==> config.mk <==
export PLATFORM = sky130hd
export DESIGN_NAME = txr_ring_fetch
export DESIGN_NICKNAME = d
export VERILOG_FILES = /design/src/rtl/txr_pkg.sv /design/src/rtl/txr_desc_decode.sv /design/src/rtl/txr_addr_seq.sv /design/src/rtl/txr_frame_track.sv /design/src/rtl/txr_ring_fetch.sv
export SDC_FILE = /design/constraint.sdc
export NUM_CORES = 1
export LEC_CHECK = 0
export ABC_CLOCK_PERIOD_IN_PS = 3800
export BUFFER_PORTS_ARGS = -buffer_cell sky130_fd_sc_hd__buf_2
export CAP_MARGIN = 0
export CORE_ASPECT_RATIO = 1.2
export CORE_UTILIZATION = 40
export CTS_CLUSTER_DIAMETER = 40
export DETAILED_ROUTE_END_ITERATION = 12
export PLACE_DENSITY = 0.68
export SLEW_MARGIN = 0
export SYNTH_ARGS = -nofsm -noshare
export SYNTH_HDL_FRONTEND = slang
export SYNTH_SLANG_ARGS = --single-unit
==> constraint.sdc <==
create_clock -name clk -period 3.8 [get_ports clk]
set_clock_uncertainty 0.05 [all_clocks]
set_input_delay 0.76 -clock clk [delete_from_list [all_inputs] [get_ports clk]]
set_output_delay 0.76 -clock clk [all_outputs]
set_load 0.05 [all_outputs]
==> src/rtl/txr_pkg.sv <==
package txr_pkg;

    // Status half bit positions; the downstream DMA and software both decode these.
    localparam int unsigned ST_READY  = 15;
    localparam int unsigned ST_WRAP   = 13;
    localparam int unsigned ST_LAST   = 11;
    localparam int unsigned ST_TXCRC  = 10;
    localparam int unsigned ST_BADCRC = 9;

    typedef enum logic [1:0] {
        CRC_NONE = 2'b00,
        CRC_GOOD = 2'b01,
        CRC_BAD  = 2'b10
    } crc_mode_e;

    typedef enum logic [2:0] {
        S_IDLE,
        S_RD_STAT,
        S_RD_PTR,
        S_CMD,
        S_WB,
        S_ERR
    } fsm_e;

    typedef struct packed {
        logic      ready;
        logic      wrap;
        logic      last;
        crc_mode_e crc;
    } stat_flags_t;

endpackage

==> src/rtl/txr_desc_decode.sv <==
module txr_desc_decode
    import txr_pkg::*;
(
    input  logic [15:0]  stat,
    output stat_flags_t  flags
);

    logic unused_sw_bits;
    assign unused_sw_bits = ^{stat[14], stat[12], stat[8:0]};

    always_comb begin
        flags.ready = stat[ST_READY];
        flags.wrap  = stat[ST_WRAP];
        flags.last  = stat[ST_LAST];
        if (!stat[ST_LAST]) begin
            flags.crc = CRC_NONE;
        end else if (stat[ST_BADCRC]) begin
            flags.crc = CRC_BAD;
        end else if (stat[ST_TXCRC]) begin
            flags.crc = CRC_GOOD;
        end else begin
            flags.crc = CRC_NONE;
        end
    end

endmodule

==> src/rtl/txr_addr_seq.sv <==
module txr_addr_seq #(
    parameter int unsigned ADDR_W     = 32,
    parameter int unsigned DESC_BYTES = 8
) (
    input  logic              clk,
    input  logic              rst_n,
    input  logic [ADDR_W-1:0] ring_base,
    input  logic              advance,
    input  logic              wrap,
    output logic [ADDR_W-1:0] cur_addr
);

    localparam logic [ADDR_W-1:0] STEP = ADDR_W'(DESC_BYTES);

    typedef struct packed {
        logic              at_start;
        logic [ADDR_W-1:0] ptr;
    } seq_t;

    seq_t seq_d, seq_q;

    assign cur_addr = seq_q.at_start ? ring_base : seq_q.ptr;

    always_comb begin
        seq_d = seq_q;
        if (advance) begin
            if (wrap) begin
                seq_d.at_start = 1'b1;
            end else begin
                seq_d.at_start = 1'b0;
                seq_d.ptr      = cur_addr + STEP;
            end
        end
    end

    always_ff @(posedge clk or negedge rst_n) begin
        if (!rst_n) begin
            seq_q.at_start <= 1'b1;
            seq_q.ptr      <= '0;
        end else begin
            seq_q <= seq_d;
        end
    end

    // wrap returns to the ring base, otherwise step by one descriptor
    a_r5_wrap_to_base: assert property (@(posedge clk) disable iff (!rst_n)
        advance && wrap |=> cur_addr == ring_base);
    a_r5_step_next: assert property (@(posedge clk) disable iff (!rst_n)
        advance && !wrap |=> cur_addr == $past(cur_addr) + STEP);
    a_r5_hold_idle: assert property (@(posedge clk) disable iff (!rst_n)
        !advance && !seq_q.at_start |=> seq_q.at_start || $stable(seq_q.ptr));

endmodule

==> src/rtl/txr_frame_track.sv <==
module txr_frame_track (
    input  logic clk,
    input  logic rst_n,
    input  logic buf_done,
    input  logic buf_last,
    output logic first
);

    typedef struct packed {
        logic open;
    } frm_t;

    frm_t frm_d, frm_q;

    assign first = !frm_q.open;

    always_comb begin
        frm_d = frm_q;
        if (buf_done) begin
            frm_d.open = !buf_last;
        end
    end

    always_ff @(posedge clk or negedge rst_n) begin
        if (!rst_n) begin
            frm_q.open <= 1'b0;
        end else begin
            frm_q <= frm_d;
        end
    end

    // a buffer closing a frame makes the next one a frame start
    a_r6_first_after_last: assert property (@(posedge clk) disable iff (!rst_n)
        buf_done && buf_last |=> first);
    a_r6_not_first_mid: assert property (@(posedge clk) disable iff (!rst_n)
        buf_done && !buf_last |=> !first);

endmodule

==> src/rtl/txr_ring_fetch.sv <==
module txr_ring_fetch
    import txr_pkg::*;
#(
    parameter int unsigned ADDR_W     = 32,
    parameter int unsigned LEN_W      = 16,
    parameter int unsigned DESC_BYTES = 8,
    parameter int unsigned PTR_OFS    = 4
) (
    input  logic              clk,
    input  logic              rst_n,
    input  logic [ADDR_W-1:0] ring_base,
    input  logic              tx_demand,
    output logic              mem_rd_req,
    output logic [ADDR_W-1:0] mem_rd_addr,
    input  logic              mem_rd_valid,
    input  logic [31:0]       mem_rd_data,
    output logic              mem_wr_req,
    output logic [ADDR_W-1:0] mem_wr_addr,
    output logic [15:0]       mem_wr_data,
    input  logic              mem_wr_ack,
    output logic              cmd_valid,
    input  logic              cmd_ready,
    output logic [ADDR_W-1:0] cmd_addr,
    output logic [LEN_W-1:0]  cmd_len,
    output logic              cmd_first,
    output logic              cmd_last,
    output logic [1:0]        cmd_crc,
    output logic              ring_err
);

    localparam int unsigned      STAT_LSB  = 16;
    localparam logic [ADDR_W-1:0] PTR_STEP = ADDR_W'(PTR_OFS);
    localparam logic [15:0]       READY_MASK = 16'(1) << ST_READY;

    typedef struct packed {
        fsm_e              state;
        logic [15:0]       stat;
        logic [LEN_W-1:0]  len;
        logic [ADDR_W-1:0] ptr;
        logic              pend;
        logic              err;
    } ctl_t;

    ctl_t ctl_d, ctl_q;

    logic [ADDR_W-1:0] cur_addr;
    logic              advance;
    logic              buf_done;
    logic              first;
    stat_flags_t       flags;
    logic              live_ready;
    logic              unused_rd_bits;

    assign live_ready = mem_rd_data[STAT_LSB + ST_READY];
    assign unused_rd_bits = ^mem_rd_data[15:LEN_W > 15 ? 15 : LEN_W];

    txr_desc_decode i_decode (
        .stat  (ctl_q.stat),
        .flags (flags)
    );

    txr_addr_seq #(
        .ADDR_W     (ADDR_W),
        .DESC_BYTES (DESC_BYTES)
    ) i_addr_seq (
        .clk       (clk),
        .rst_n     (rst_n),
        .ring_base (ring_base),
        .advance   (advance),
        .wrap      (flags.wrap),
        .cur_addr  (cur_addr)
    );

    txr_frame_track i_frame (
        .clk      (clk),
        .rst_n    (rst_n),
        .buf_done (buf_done),
        .buf_last (flags.last),
        .first    (first)
    );

    always_comb begin
        ctl_d       = ctl_q;
        mem_rd_req  = 1'b0;
        mem_rd_addr = cur_addr;
        mem_wr_req  = 1'b0;
        cmd_valid   = 1'b0;
        advance     = 1'b0;
        buf_done    = 1'b0;

        // Remember demands that land while work is under way.
        if (tx_demand && ctl_q.state != S_IDLE && ctl_q.state != S_ERR) begin
            ctl_d.pend = 1'b1;
        end

        unique case (ctl_q.state)
            S_IDLE: begin
                if (tx_demand) begin
                    ctl_d.state = S_RD_STAT;
                    ctl_d.pend  = 1'b0;
                end
            end
            S_RD_STAT: begin
                mem_rd_req = 1'b1;
                if (mem_rd_valid) begin
                    ctl_d.stat = mem_rd_data[STAT_LSB +: 16];
                    ctl_d.len  = mem_rd_data[LEN_W-1:0];
                    if (live_ready) begin
                        ctl_d.state = S_RD_PTR;
                    end else if (ctl_q.pend || tx_demand) begin
                        ctl_d.state = S_RD_STAT;
                        ctl_d.pend  = 1'b0;
                    end else begin
                        ctl_d.state = S_IDLE;
                        ctl_d.pend  = 1'b0;
                    end
                end
            end
            S_RD_PTR: begin
                mem_rd_req  = 1'b1;
                mem_rd_addr = cur_addr + PTR_STEP;
                if (mem_rd_valid) begin
                    ctl_d.ptr = mem_rd_data[ADDR_W-1:0];
                    if (mem_rd_data[1:0] != 2'b00) begin
                        ctl_d.state = S_ERR;
                        ctl_d.err   = 1'b1;
                        ctl_d.pend  = 1'b0;
                    end else begin
                        ctl_d.state = S_CMD;
                    end
                end
            end
            S_CMD: begin
                cmd_valid = 1'b1;
                if (cmd_ready) begin
                    buf_done    = 1'b1;
                    ctl_d.state = S_WB;
                end
            end
            S_WB: begin
                mem_wr_req = 1'b1;
                if (mem_wr_ack) begin
                    advance     = 1'b1;
                    ctl_d.state = S_RD_STAT;
                end
            end
            S_ERR: begin
                ctl_d.pend = 1'b0;
            end
            default: begin
                ctl_d.state = S_IDLE;
            end
        endcase
    end

    always_ff @(posedge clk or negedge rst_n) begin
        if (!rst_n) begin
            ctl_q.state <= S_IDLE;
            ctl_q.stat  <= '0;
            ctl_q.len   <= '0;
            ctl_q.ptr   <= '0;
            ctl_q.pend  <= 1'b0;
            ctl_q.err   <= 1'b0;
        end else begin
            ctl_q <= ctl_d;
        end
    end

    assign mem_wr_addr = cur_addr;
    assign mem_wr_data = ctl_q.stat & ~READY_MASK;
    assign cmd_addr    = ctl_q.ptr;
    assign cmd_len     = ctl_q.len;
    assign cmd_first   = first;
    assign cmd_last    = flags.last;
    assign cmd_crc     = flags.crc;
    assign ring_err    = ctl_q.err;

    // an offered command stays put until taken
    a_r8_cmd_hold: assert property (@(posedge clk) disable iff (!rst_n)
        cmd_valid && !cmd_ready |=> cmd_valid && $stable(cmd_addr) && $stable(cmd_len)
            && $stable(cmd_first) && $stable(cmd_last) && $stable(cmd_crc));
    // write-back never hands ownership back to software with ready set
    a_r9_wb_ready_clear: assert property (@(posedge clk) disable iff (!rst_n)
        mem_wr_req |-> !mem_wr_data[ST_READY]);
    // a write-back only starts right after a command was accepted
    a_r9_wb_after_cmd: assert property (@(posedge clk) disable iff (!rst_n)
        $rose(mem_wr_req) |-> $past(cmd_valid && cmd_ready));
    // CRC mode only on the last buffer of a frame
    a_r7_crc_last_only: assert property (@(posedge clk) disable iff (!rst_n)
        cmd_valid && !cmd_last |-> cmd_crc == CRC_NONE);
    // commands only ever carry aligned buffers
    a_r11_cmd_aligned: assert property (@(posedge clk) disable iff (!rst_n)
        cmd_valid |-> cmd_addr[1:0] == 2'b00);
    // the error is sticky and silences every port
    a_r11_err_sticky: assert property (@(posedge clk) disable iff (!rst_n)
        ring_err |=> ring_err);
    a_r11_err_quiet: assert property (@(posedge clk) disable iff (!rst_n)
        ring_err |-> !mem_rd_req && !mem_wr_req && !cmd_valid);
    // only one kind of request at a time
    a_r1_one_request: assert property (@(posedge clk) disable iff (!rst_n)
        $countones({mem_rd_req, mem_wr_req, cmd_valid}) <= 1);

endmodule

; ---- Word-level counts from Yosys, hierarchy flattened
; Cells that the tools add are included.
[totals]
ff_bits = 103
inputBits = 70
output_inout_bits = 136
elab_cells = 67
[op_classes]
addsub = 2
eq_ne = 11
muxes = 29
n_bitwise = 2
reduce_logical = 14
[ops]
columns = operator, n
row1 = two-way mux 32 bit, 2
row2 = two-way mux 35 bit, 1
row3 = adder 32 x 3 -> 32 bit (second input constant), 1
row4 = adder 32 x 4 -> 32 bit (second input constant), 1
row5 = one-hot mux 3 bit (6 select lines), 1
row6 = two-way mux 3 bit, 5
row7 = two-way mux 1 bit, 14
row8 = two-way mux 2 bit, 5
row9 = inequality test 2 bit (second input constant), 5
row10 = equality test 3 x 2 -> 1 bit (second input constant), 2
row11 = equality test 3 bit (second input constant), 2
row12 = AND reduction 2 bit, 3
row13 = AND reduction 6 bit, 1
row14 = one-hot mux 1 bit (4 select lines), 1
row15 = equality test 3 x 1 -> 1 bit (second input constant), 1
row16 = zero test 3 bit, 1
row17 = inequality test 3 bit (second input constant), 1
row18 = AND reduction 3 bit, 1
row19 = nonzero test 3 bit, 1
row20 = logical AND 1 bit, 2
row21 = zero test 1 bit, 2
row22 = NOT 1 bit, 2
row23 = nonzero test 2 bit, 1
row24 = OR reduction 2 bit, 1
row25 = logical OR 1 bit, 1

; ---- Logic depth before layout (Yosys ltp)
[logic_depth]
word_depth = 7
ltp_mapped = 12
ltp_nobuf = 7

; ---- Cells and area by module
; Synthesis repeated with hierarchy kept, for this count alone.
[unflattened]
hier_cells = 637
hier_area_um2 = 6548.8
[by_module_without_submodules]
columns = module, instances, cells_per_inst, area_per_inst_um2, seq_area_each_um2
row1 = txr_ring_fetch, 1, 338, 3917.5, 1726.7
row2 = txr_addr_seq, 1, 290, 2555.0, 827.0
row3 = txr_desc_decode, 1, 5, 38.8, 0.0
row4 = txr_frame_track, 1, 4, 37.5, 25.0

; ---- Worst setup path after synthesis
; OpenSTA, ideal clock, no wires.
[synth_timing]
path_type = flip-flop to output port
from = register i_addr_seq.seq_q[32] (netlist bit)
to = output port mem_rd_addr[13]
arrival_time_ns = 3.746
required_ns = 2.990
slack_ns = -0.756
stages_incl_launch_ff = 13
path_buffers = 5
path_cell_list = dfstp_2 buf_6 buf_8 buf_2 buf_2 mux2_2 ha_1 nand4_1 a22o_1 or3_1 clkbuf_1 nor2_1 xor2_1
[synth_between]
elab_chain_cells = 3
[synth_rtl]
columns = element, line
row1 = start: declaration, txr_addr_seq.sv:20  ; seq_t seq_d, seq_q;
row2 = start signal: assignment, txr_addr_seq.sv:41  ; seq_q <= seq_d;
row3 = two-way mux 32 bit, txr_addr_seq.sv:22  ; assign cur_addr = seq_q.at_start ? ring_base : seq_q.ptr;
row4 = net mem_wr_addr[4], txr_ring_fetch.sv:18  ; output logic [ADDR_W-1:0] mem_wr_addr,
row5 = adder 32 x 3 -> 32 bit, txr_ring_fetch.sv:121  ; mem_rd_addr = cur_addr + PTR_STEP;
row6 = two-way mux 32 bit, txr_ring_fetch.sv:96  ; unique case (ctl_q.state)
row7 = end: declaration, txr_ring_fetch.sv:14  ; output logic [ADDR_W-1:0] mem_rd_addr,
; The timed path passes the listed nets, and every way through them passes these cells.

; ---- Final worst setup path
[layout_timing]
from = register i_addr_seq.seq_q[32] (netlist bit)
to = output port mem_rd_addr[19]
[layout_between]
elab_chain_cells = 3
[layout_rtl]
columns = element, line
row1 = two-way mux 32 bit (*), txr_addr_seq.sv:22
row2 = adder 32 x 3 -> 32 bit, txr_ring_fetch.sv:121
row3 = two-way mux 32 bit (*), txr_ring_fetch.sv:96
; Mark *: on every way between the ends. The rest lies on a longest branch, timed or not.

==> metrics.csv <==
stage;metric;value;unit
cts;cts_tree;yes;
cts;cts_num_sinks;102;
logic_synthesis;synth_top_area_share;40.0;%
grt;grt-ovfl-total;0;
sta;setup_viol;0;
cts;clock-root-buffer;sky130_fd_sc_hd__clkbuf_16;
cts;cts-root-to-sink-buffers;2;
sta;fmaxAchievable;270;MHz
drt;detail_route.wl_per_cell;16.2;um
sta;worst_hold_slack;0.383;ns
floorplan;vertical_extent_of_the_die;140;um
logic_synthesis;synth_area_leaders;sky130_fd_sc_hd__dfrtp_1 40%, sky130_fd_sc_hd__mux2_2 14%, sky130_fd_sc_hd__buf_4 8.0%, sky130_fd_sc_hd__xnor2_1 5.3%, sky130_fd_sc_hd__nand2_1 3.8%;
drt;drt-total-wl;16000;um
sta;final_period_minus_worst_setup_slack;3.70;ns
drt;drt_pre_antenna_iters;4;
sta;finalHoldViolCount;0;
floorplan;dieArea;16300;um2
drt;antenna_violating_nets_post_route;0;
logic_synthesis;yosysSeqAreaShare;40.5;%
logic_synthesis;synth_cells;628;
sta;worstMarginPinSlew;0.784;ns
sta;period_share;97.5;%
job;drv.max_cap_violation_count;0;
cts;tritoncts.num_buffers;9;
layout;synthesis_to_layout_area_growth;24.1;%
logic_synthesis;syn_nets;700;
sta;max-slew-margin-rel;47.6;%
logic_synthesis;ys_dominant_reg_cell;sky130_fd_sc_hd__dfrtp_1;
logic_synthesis;syn_area;6310;um2
grt;grt_use_total;20.0;%
floorplan;area_of_the_core_region;15200;um2
worst_setup_path;critical_path_required;2.99;ns
cts;htree_levels;3;
drt;via_total_after_detailed_routing;5088;
cts;hold_bufs_at_cts;0;
grt;wire_length_of_the_first_global_routing_pass;25200;um
worst_setup_path;critical_path.endpoint_type;primary output;
floorplan;num_io_pins;206;
placement;gp_routability_congestion;0.927;
worst_setup_path;worstSetupStartpointType;register;
logic_synthesis;synth_enable_flop_cells;0;
logic_synthesis;post-synth-top-count-cell;sky130_fd_sc_hd__dfrtp_1;
layout;drive_above_1_share;47.1;%
drt;drt-vias-per-instance;5.13;
worst_setup_path;critPathMaxFanout;6;
sta;final-max-slew-violation-count;0;
drt;drt_first_iter_violations;272;
logic_synthesis;synth_commonest_cells;101 x sky130_fd_sc_hd__dfrtp_1, 78 x sky130_fd_sc_hd__mux2_2, 67 x sky130_fd_sc_hd__buf_4;
logic_synthesis;post_synth.cell_area_avg;10.1;um2
logic_synthesis;postSynth.asyncResetShare;100;%
cts;insertion_delay;0.35;ns
worst_setup_path;timing.setup.critical_path_class;reg -> out;
layout;final_net_count;854;
layout;layout.cell_area.non_filler;7830;um2
logic_synthesis;yosys_warnings;0;
grt;initial_antenna_violation_count;0;
logic_synthesis;synth.largest_area_cell;sky130_fd_sc_hd__dfrtp_1;
layout;insertedDiodeCount;0;
grt;first_global_vias;4911;
worst_setup_path;timing.reg2reg.worst_path_depth;8;
placement;postPlaceCellArea;7370;um2
floorplan;effective_utilization_at_floorplan;41.5;%
placement;place_hpwl;12100;um
floorplan;floorplan.die.width;117;um
sta;grt_setup_unrepaired;yes;
grt;pin_count_of_the_biggest_net_entering_global_routing;57;
worst_setup_path;timing.critical_path.arrival;2.89;ns
floorplan;fp-row-count;49;
sta;timing.setup.tns;0;ns
drt;drc;0;
cts;clock_pin_slew_reported_for_the_worst_setup_and_hold_paths_after_clock_tree_synthesis;0.08;ns
logic_synthesis;netlist-cell-type-count;59;
logic_synthesis;postSynthRegisterBits;102;
outcome;outcome;finished, final reports clean;
placement;numPortBuffers;204;
hold_path;hold_class;in -> async;
sequential cells by signal, summed over array words and instances (netlist names):
register	flops
cmd_addr	32
i_addr_seq.seq_q	33
mem_wr_data	15
ctl_q	4
cmd_len	16
i_frame.frm_q	1
ring_err	1
layer usage:
layer	vias up	part of all wire [%]	global-route usage (%)
li1	2434	-	-
met1	2438	42	24.8
met2	195	49	33.4
met3	21	6.8	5.18
met4	0	1.9	7.06
met5	-	0	0
layout make-up:
| cell class | count | area (um2) |
|---|---|---|
| Clock buffer | 9 | 225 |
| Clock inverter | 7 | 81.3 |
| Fill cell | 1445 | 7370 |
| Inverter | 25 | 93.8 |
| Multi-Input combinational cell | 407 | 3280 |
| Sequential cell | 102 | 2550 |
| Tap cell | 204 | 255 |
| Timing Repair Buffer | 237 | 1350 |
logic make-up after synthesis:
| logic type | share of synthesized area (%) |
|---|---|
| AOI/OAI and AO/OA | 8.07 |
| muxes | 17.2 |
| buffers and inverters | 11.7 |
| other | 0.0594 |
| adders and majority gates | 0.396 |
| xor gates and xnor gates | 6.24 |
| DFF | 40.5 |
| and+or+nand+nor | 15.8 |
per-stage QoR:
| step | std cells | setup WS [ns] | util [%] |
|---|---|---|---|
| finish | 991 | 0.0967 | 51.5 |
| global route | 991 | -0.0551 | 51.5 |
| CTS | 990 | 0.00297 | 50.9 |
| detailed placement | 970 | -0.0244 | 48.5 |
| global placement | 970 | 0.0230 | 48.5 |
| floorplan | 628 | -0.133 | - |
cells in the final DEF, fill, tap and decap left out, types with 3 or more instances in the layout:
| master | Yosys | layout |
|---|---|---|
| sky130_fd_sc_hd__xnor2_2 | 0 | 9 |
| sky130_fd_sc_hd__buf_12 | 0 | 3 |
| sky130_fd_sc_hd__nand4_1 | 8 | 8 |
| sky130_fd_sc_hd__mux2_4 | 0 | 3 |
| sky130_fd_sc_hd__xnor2_1 | 38 | 28 |
| sky130_fd_sc_hd__a21oi_1 | 6 | 6 |
| sky130_fd_sc_hd__nor3b_1 | 4 | 3 |
| sky130_fd_sc_hd__clkbuf_16 | 0 | 9 |
| sky130_fd_sc_hd__and2_1 | 6 | 7 |
| sky130_fd_sc_hd__xor2_1 | 7 | 4 |
| sky130_fd_sc_hd__mux2i_1 | 21 | 21 |
| sky130_fd_sc_hd__inv_6 | 0 | 3 |
| sky130_fd_sc_hd__and3_1 | 3 | 3 |
| sky130_fd_sc_hd__inv_1 | 25 | 25 |
| sky130_fd_sc_hd__nor2b_1 | 4 | 4 |
| sky130_fd_sc_hd__o21a_1 | 5 | 5 |
| sky130_fd_sc_hd__dfrtp_1 | 101 | 101 |
| sky130_fd_sc_hd__o31a_1 | 3 | 3 |
| sky130_fd_sc_hd__nand3_1 | 24 | 24 |
| sky130_fd_sc_hd__nor3_1 | 16 | 11 |
| sky130_fd_sc_hd__mux2_2 | 78 | 75 |
| sky130_fd_sc_hd__nor3_2 | 0 | 4 |
| sky130_fd_sc_hd__buf_2 | 7 | 194 |
| sky130_fd_sc_hd__o21ai_0 | 24 | 24 |
| sky130_fd_sc_hd__a22oi_1 | 6 | 4 |
| sky130_fd_sc_hd__nand2_1 | 64 | 64 |
| sky130_fd_sc_hd__buf_4 | 67 | 35 |
| sky130_fd_sc_hd__nand3b_1 | 14 | 14 |
| sky130_fd_sc_hd__nor4_1 | 5 | 3 |
| sky130_fd_sc_hd__a22oi_2 | 1 | 3 |
| sky130_fd_sc_hd__nand2b_1 | 3 | 3 |
| sky130_fd_sc_hd__nor2_1 | 20 | 18 |
| sky130_fd_sc_hd__o31ai_1 | 10 | 10 |
final timing paths:
check	from	to	slack, ns
max in group asynchronous	rst_n	i_addr_seq.seq_q[32]$_DFFE_PN1P_	2.54
min in group clk	ring_err$_DFFE_PN0P_	ring_err$_DFFE_PN0P_	0.42
worst min register to register	ring_err$_DFFE_PN0P_	ring_err$_DFFE_PN0P_	0.42
worst max register to register	i_addr_seq.seq_q[32]$_DFFE_PN1P_	i_addr_seq.seq_q[21]$_DFFE_PN0P_	1.02
worst min-delay path	rst_n	i_addr_seq.seq_q[25]$_DFFE_PN0P_	0.38
worst max-delay path	i_addr_seq.seq_q[32]$_DFFE_PN1P_	mem_rd_addr[19]	0.1
what timing repair did:
action / CTS / global route
endpoints found under the setup margin: 13 / 15
pin swaps: 3 / 5
endpoints found under the hold margin: 0 / 0
buffers inserted: 4 / 1
gates resized for setup: 9 / 19
critical path, cell delays in order (launching register included):
cell and delay, ns:
sky130_fd_sc_hd__dfstp_2 0.64, sky130_fd_sc_hd__mux2_4 0.24, sky130_fd_sc_hd__ha_4 0.17, sky130_fd_sc_hd__nand4_1 0.13, sky130_fd_sc_hd__a22o_1 0.29, sky130_fd_sc_hd__buf_4 0.16, sky130_fd_sc_hd__a2111o_1 0.36, sky130_fd_sc_hd__nor3_2 0.19
sky130_fd_sc_hd__xnor2_2 0.13, sky130_fd_sc_hd__clkbuf_4 0.24
Power is not shown: default switching activity piles up to over one toggle a cycle in this logic, so the estimate is an artifact.
